==> src/rtl/cv_pkg.sv <==
package cv_pkg;
  typedef enum logic [2:0] {
    OP_NOP     = 3'd0,
    OP_PROG    = 3'd1,
    OP_VERIFY  = 3'd2,
    OP_SIG_WR  = 3'd3,
    OP_SIG_RD  = 3'd4,
    OP_PRELOAD = 3'd5,
    OP_SECURE  = 3'd6,
    OP_ERASE   = 3'd7
  } cv_op_e;

  localparam int SIG_BYTES = 8;
  localparam int SIG_IDX_W = 3;
endpackage

==> src/rtl/cv_busy_timer.sv <==
module cv_busy_timer #(
  parameter int MAX_CYC = 12,
  localparam int CNT_W = $clog2(MAX_CYC + 1)
) (
  input  logic             clk,
  input  logic             rst_n,
  input  logic             load,
  input  logic [CNT_W-1:0] len,
  output logic             busy
);
  logic [CNT_W-1:0] cnt_q;

  always_ff @(posedge clk) begin
    if (!rst_n)          cnt_q <= '0;
    else if (load)       cnt_q <= len;
    else if (cnt_q != 0) cnt_q <= cnt_q - 1'b1;
  end

  assign busy = (cnt_q != '0);

  p_busy_starts_r4: assert property (@(posedge clk) disable iff (!rst_n)
    load && (len != 0) |=> busy);
  p_busy_counts_r4: assert property (@(posedge clk) disable iff (!rst_n)
    busy && !load |=> cnt_q == $past(cnt_q) - 1'b1);
endmodule

==> src/rtl/cv_sig_bank.sv <==
module cv_sig_bank
  import cv_pkg::*;
(
  input  logic                 clk,
  input  logic                 rst_n,
  input  logic                 clr,
  input  logic                 we,
  input  logic [SIG_IDX_W-1:0] idx,
  input  logic [7:0]           wd,
  output logic [7:0]           rdata
);
  logic [7:0] mem [SIG_BYTES];

  for (genvar g = 0; g < SIG_BYTES; g++) begin : g_byte
    always_ff @(posedge clk) begin
      if (!rst_n || clr)                      mem[g] <= '0;
      else if (we && idx == SIG_IDX_W'(g))    mem[g] <= wd;
    end
    p_sig_clear_r10: assert property (@(posedge clk) disable iff (!rst_n)
      clr |=> mem[g] == 8'h00);
    p_sig_write_r5: assert property (@(posedge clk) disable iff (!rst_n)
      we && !clr && idx == SIG_IDX_W'(g) |=> mem[g] == $past(wd));
  end

  assign rdata = mem[idx];
endmodule

==> src/rtl/cv_fuse_array.sv <==
module cv_fuse_array #(
  parameter int ADDR_W = 4,
  parameter int DATA_W = 8,
  localparam int WORDS = 1 << ADDR_W
) (
  input  logic              clk,
  input  logic              rst_n,
  input  logic              clr,
  input  logic              we,
  input  logic [ADDR_W-1:0] addr,
  input  logic [DATA_W-1:0] wd,
  output logic [DATA_W-1:0] rdata
);
  logic [DATA_W-1:0] mem [WORDS];

  for (genvar g = 0; g < WORDS; g++) begin : g_word
    always_ff @(posedge clk) begin
      if (!rst_n || clr)                  mem[g] <= '0;
      else if (we && addr == ADDR_W'(g))  mem[g] <= wd;
    end
    p_fuse_clear_r10: assert property (@(posedge clk) disable iff (!rst_n)
      clr |=> mem[g] == '0);
  end

  assign rdata = mem[addr];
endmodule

==> src/rtl/cfg_vault.sv <==
module cfg_vault
  import cv_pkg::*;
#(
  parameter int ADDR_W    = 4,
  parameter int DATA_W    = 8,
  parameter int PROG_CYC  = 5,
  parameter int ERASE_CYC = 12
) (
  input  logic              clk,
  input  logic              rst_n,
  input  logic              cmd_valid,
  output logic              cmd_ready,
  input  logic [2:0]        cmd_op,
  input  logic [ADDR_W-1:0] cmd_addr,
  input  logic [DATA_W-1:0] cmd_wdata,
  output logic              rsp_valid,
  output logic [DATA_W-1:0] rsp_data,
  output logic              rsp_err,
  output logic              busy,
  output logic              locked,
  output logic              preload_valid,
  output logic [DATA_W-1:0] preload_data
);
  localparam int MAX_CYC = (ERASE_CYC > PROG_CYC) ? ERASE_CYC : PROG_CYC;
  localparam int CNT_W   = $clog2(MAX_CYC + 1);

  cv_op_e            op;
  logic              accept, is_erase, is_write, lock_q;
  logic [DATA_W-1:0] fuse_rd;
  logic [7:0]        sig_rd;
  logic [CNT_W-1:0]  len;

  assign op        = cv_op_e'(cmd_op);
  assign cmd_ready = !busy;
  assign accept    = cmd_valid && cmd_ready;
  assign is_erase  = accept && (op == OP_ERASE);
  assign is_write  = accept && (op == OP_PROG || op == OP_SIG_WR || op == OP_ERASE);
  assign len       = (op == OP_ERASE) ? CNT_W'(ERASE_CYC) : CNT_W'(PROG_CYC);

  cv_busy_timer #(.MAX_CYC(MAX_CYC)) i_timer (
    .clk(clk), .rst_n(rst_n), .load(is_write), .len(len), .busy(busy));

  cv_fuse_array #(.ADDR_W(ADDR_W), .DATA_W(DATA_W)) i_fuse (
    .clk(clk), .rst_n(rst_n), .clr(is_erase),
    .we(accept && op == OP_PROG), .addr(cmd_addr), .wd(cmd_wdata), .rdata(fuse_rd));

  cv_sig_bank i_sig (
    .clk(clk), .rst_n(rst_n), .clr(is_erase),
    .we(accept && op == OP_SIG_WR), .idx(cmd_addr[SIG_IDX_W-1:0]),
    .wd(cmd_wdata[7:0]), .rdata(sig_rd));

  always_ff @(posedge clk) begin
    if (!rst_n)                              lock_q <= 1'b0;
    else if (is_erase)                       lock_q <= 1'b0;
    else if (accept && op == OP_SECURE)      lock_q <= 1'b1;
  end
  assign locked = lock_q;

  always_ff @(posedge clk) begin
    if (!rst_n) begin
      rsp_valid     <= 1'b0;
      rsp_data      <= '0;
      rsp_err       <= 1'b0;
      preload_valid <= 1'b0;
      preload_data  <= '0;
    end else begin
      rsp_valid     <= accept;
      rsp_err       <= accept && lock_q && (op == OP_VERIFY || op == OP_PRELOAD);
      preload_valid <= accept && !lock_q && (op == OP_PRELOAD);
      if (accept && !lock_q && op == OP_PRELOAD) preload_data <= cmd_wdata;
      if (accept && !lock_q && op == OP_VERIFY)  rsp_data <= fuse_rd;
      else if (accept && op == OP_SIG_RD)        rsp_data <= DATA_W'(sig_rd);
      else                                       rsp_data <= '0;
    end
  end

  p_no_accept_busy_r2: assert property (@(posedge clk) disable iff (!rst_n)
    busy |=> !rsp_valid);
  p_secure_now_r6: assert property (@(posedge clk) disable iff (!rst_n)
    accept && op == OP_SECURE |=> locked && !busy);
  p_verify_locked_r7: assert property (@(posedge clk) disable iff (!rst_n)
    accept && lock_q && op == OP_VERIFY |=> rsp_valid && rsp_err && rsp_data == '0);
  p_preload_blocked_r8: assert property (@(posedge clk) disable iff (!rst_n)
    accept && lock_q && op == OP_PRELOAD |=> !preload_valid && rsp_err);
  p_lock_only_erase_r11: assert property (@(posedge clk) disable iff (!rst_n)
    lock_q && !is_erase |=> lock_q);
  p_err_has_zero_r7: assert property (@(posedge clk) disable iff (!rst_n)
    rsp_err |-> rsp_valid && rsp_data == '0);
endmodule

==> config.mk <==
export PLATFORM = sky130hd
export DESIGN_NAME = cfg_vault
export DESIGN_NICKNAME = d
export VERILOG_FILES = /design/src/rtl/cv_pkg.sv /design/src/rtl/cv_busy_timer.sv /design/src/rtl/cv_sig_bank.sv /design/src/rtl/cv_fuse_array.sv /design/src/rtl/cfg_vault.sv
export SDC_FILE = /design/constraint.sdc
export NUM_CORES = 1
export LEC_CHECK = 0
export CAP_MARGIN = 20
export CORE_MARGIN = 10
export CORE_UTILIZATION = 40
export DETAILED_ROUTE_END_ITERATION = 10
export DONT_BUFFER_PORTS = 1
export PLACE_DENSITY_LB_ADDON = 0.15
export REMOVE_ABC_BUFFERS = 1
export SKIP_CTS_REPAIR_TIMING = 1
export SLEW_MARGIN = 40
export SYNTH_ARGS = -nofsm -noshare
export SYNTH_HDL_FRONTEND = slang
export SYNTH_HIERARCHICAL = 1
export SYNTH_SLANG_ARGS = --single-unit
export TNS_END_PERCENT = 100
==> constraint.sdc <==
create_clock -name clk -period 4.4 [get_ports clk]
set_input_delay 0.88 -clock clk [delete_from_list [all_inputs] [get_ports clk]]
set_output_delay 0.88 -clock clk [all_outputs]
set_load 0.01 [all_outputs]
==> summary.md <==
| Metric | Value |
|---|---|
| Outcome | finished clean |
| Final clock period utilization by the worst path | 82.1% |
| N_diodes | 0 |
| Layout cells sized above 1 | between 10% and 20% |
| Post-layout min period | 3610 ps |
| Post-place setup slack | a little under 800 ps |
| Worst setup path start | i_timer/cnt_q[0]$_SDFFE_PN0P_ |
| Pwr Density | approximately 440 mW/mm^2 |
| Fmax | 277 MHz |
| Std cell rows | 57 |
| Ys flop type | edfxtp_1 |
| Latest clock arrival within the worst-skew pair | 510 ps |
| Hold Slack | ~500 ps |
| Slew headroom | 47.0% |
| Skew final | 11.3 ps |
| Yosys warning count | 6 |
| Total power | approximately 0.0048 W |
| Final TNS setup | 0 ps |
| Final setup violation count | 0 |
| Critical Path RT | 4660 ps |
| Port bufs | 0 |
| Via density | around 5.6 |
| Vias in the first global route | about 6k |
| CTS tree | yes |
| Crit start category | flop |
| CP top delay family | simple AND/OR/NAND/NOR gates |
| Yosys reg bits | 216 |
| Hold Crit Class | flop to flop |
| Starting Density | 40.5% |
| First-pass GRT wire length | 38000 um |
| Max stage delay cell, worst path | nor3b_1 |
| Synth Instances | 728 |
| Slowest cell delay on critical path | 550 ps |
| Clock sinks | 216 |
| DRC viols | 0 |
| Critical Path AT | 3870 ps |
| Post-DP HPWL | 17200 um |
| CTS buffer count | 24 |
| CTS Buffer Depth | 3 |
| Die H | 176 um |
| Initial antenna violation count | 0 |
| Ys async rst share | 0% |
| Die area | 0.0311 mm^2 |
| Total gr overflow | 0 |
| Bufs and invs on worst path | 3 |
| CP Capture Type | flop |
| DR iter-0 viols | 682 |
| Clock root cell | clkbuf_16 |
| H-tree levels | 1 |
| Mapped cell area | 0.00979 mm^2 |
| WS Path Type | flop to flop |
| Library cells used by synthesis | 47 |
| Sequential area share after synthesis | 63.8% |
| EDFF count, synth | roughly 190 |
| Crit path max fanout | 24 |
| Crit-path cells | inv_1 -> ha_1 -> nor3b_1 -> inv_1 -> nor2b_1 -> nor2b_1 -> nor2b_2 -> nand2_1 -> buf_4 -> nor2_1 |
| DRT antenna net count | 0 |
| Core Box Area | ~0.024 mm^2 |
| Routed len/inst | 23.4 um |
| Largest net degree at the start of global routing | between 70 and 80 |
| Ports | 40 |
| Layout net count | roughly 760 |
| Layout area overhead | 11.8% |
| Max cap viols | 0 |
| Total wire length | 25300 um |
| Final Max Slew Viols | 0 |
| Leak | 3.77 nW |
| First drt pass iteration count | 5 |
| Fin util | 45.3% |
| Routability Congestion | 0.867 |
| Die W | 176 um |
| Worst-path clk slew | 60 ps |
| Routed via count | 6073 |
| Most frequent cells in the layout | edfxtp_1, nor2_1, and2_1 |
| Synth Area per Inst | 13.4 um^2 |
| Commonest non-fill, non-tap cell in the layout | edfxtp_1 |
| Final Hold Fails | 0 |
| Peak VDD IR | 0.217 mV |
| # fillers | 2157 |
| Global Route Usage Sum | roughly 16% |
| RSZ-0062 raised after global routing | no |
| Final WS setup | between 700 and 800 ps |
| Worst Max-Slew Pin Slew | 793 ps |
| Hold Path Origin | preload_data[7]$_SDFFE_PN0P_ |
| Worst r2r src | i_timer/cnt_q[0]$_SDFFE_PN0P_ |
[power breakdown]
group	switching [W]	leakage, nW	internal, W	total [W]
clock network	0.000774	0.368	0.00112	0.00189
logic	0.000265	1.22	0.000191	0.000456
registers	0.0000482	2.18	0.00237	0.00242
total	0.00109	3.77	0.00368	0.00477
[through the flow]
stage / instance area (um^2) / cells
floorplan: 9550 / 683
CTS: 10900 / 1081
finish: 10900 / 1081
global route: 10900 / 1081
global placement: 10200 / 1037
detailed placement: 10200 / 1037
[flip-flops by register name, summed over array words and instances, names as in the netlist]
name / cells
locked: 1
preload_data: 8
i_sig/mem: 64
rsp_valid: 1
i_fuse/mem: 128
i_timer/cnt_q: 4
rsp_data: 8
rsp_err: 1
preload_valid: 1
[layout make-up]
class,count,area [um^2],share of cell area (%)
inverter,6,22.5,0.206
clock buffer,34,669,6.12
timing repair buffer,30,225,2.06
tap,324,405,3.70
sequential,216,6250,57.1
clock inverter,10,81.3,0.743
multi-input combinational,461,3290,30.1
[worst reg2reg max path, delay by kind of cell, from the launching register on]
kind / cells / cell delay [ps]
fa+ha+maj: 1 / 170
simple gates: 6 / 2200
buf+inv: 3 / 670
flops: 1 / 320
[path summary, 6_finish.rpt]
kind / end / slack [ps] / cells after the start
setup / recovery: i_fuse/mem[13][1]$_SDFFCE_PN0P_ / 790 / 10
hold / removal: preload_data[7]$_SDFFE_PN0P_ / 500 / 2
setup reg to reg: i_fuse/mem[13][1]$_SDFFCE_PN0P_ / 790 / 10
hold reg to reg: preload_data[7]$_SDFFE_PN0P_ / 500 / 2
[synth_stat cells, types with 2 or more instances]
| master | n | area (um^2) |
|---|---|---|
| buf_2 | 16 | 80.1 |
| o22ai_1 | 2 | 12.5 |
| nor3_1 | 2 | 10.0 |
| ha_1 | 2 | 25.0 |
| buf_4 | 3 | 22.5 |
| o31ai_1 | 2 | 15.0 |
| a22oi_1 | 24 | 180 |
| nand2b_1 | 7 | 43.8 |
| or3b_1 | 2 | 17.5 |
| nor3b_1 | 3 | 22.5 |
| buf_1 | 4 | 15.0 |
| nor2_1 | 146 | 548 |
| o32ai_1 | 4 | 35.0 |
| xnor2_1 | 2 | 17.5 |
| and2_1 | 68 | 425 |
| o21ai_0 | 26 | 130 |
| nand3b_1 | 3 | 22.5 |
| edfxtp_1 | 192 | 5770 |
| conb_1 | 2 | 7.51 |
| clkbuf_1 | 17 | 63.8 |
| mux4_2 | 25 | 563 |
| nor2b_1 | 9 | 56.3 |
| buf_6 | 5 | 56.3 |
| nand3_1 | 35 | 175 |
| a221oi_1 | 3 | 26.3 |
| o2bb2ai_1 | 3 | 26.3 |
| nand2_1 | 35 | 131 |
| dfxtp_1 | 24 | 480 |
| mux4_1 | 15 | 394 |
| mux2_2 | 11 | 124 |
| or2_2 | 2 | 12.5 |
| mux2i_1 | 14 | 140 |
| inv_1 | 6 | 22.5 |
[logic make-up after synthesis]
logic type               synth area share, %
other                                 0.0767
AO/OA/AOI/OAI                           4.65
XOR/XNOR                               0.179
adder cells (fa/ha/maj)                0.256
AND/OR/NAND/NOR                         15.9
buffers and inverters                   2.66
flip-flops                              63.8
multiplexers                            12.5
[layer usage]
| layer | routed length [um] | GRT usage, % |
|---|---|---|
| met1 | 11200 | 23.3 |
| met2 | 11400 | 24.5 |
| met3 | 2190 | 2.78 |
| met4 | 556 | 4.31 |
| met5 | 0 | 0 |
Note: power is estimated with default switching activity, not from simulation.
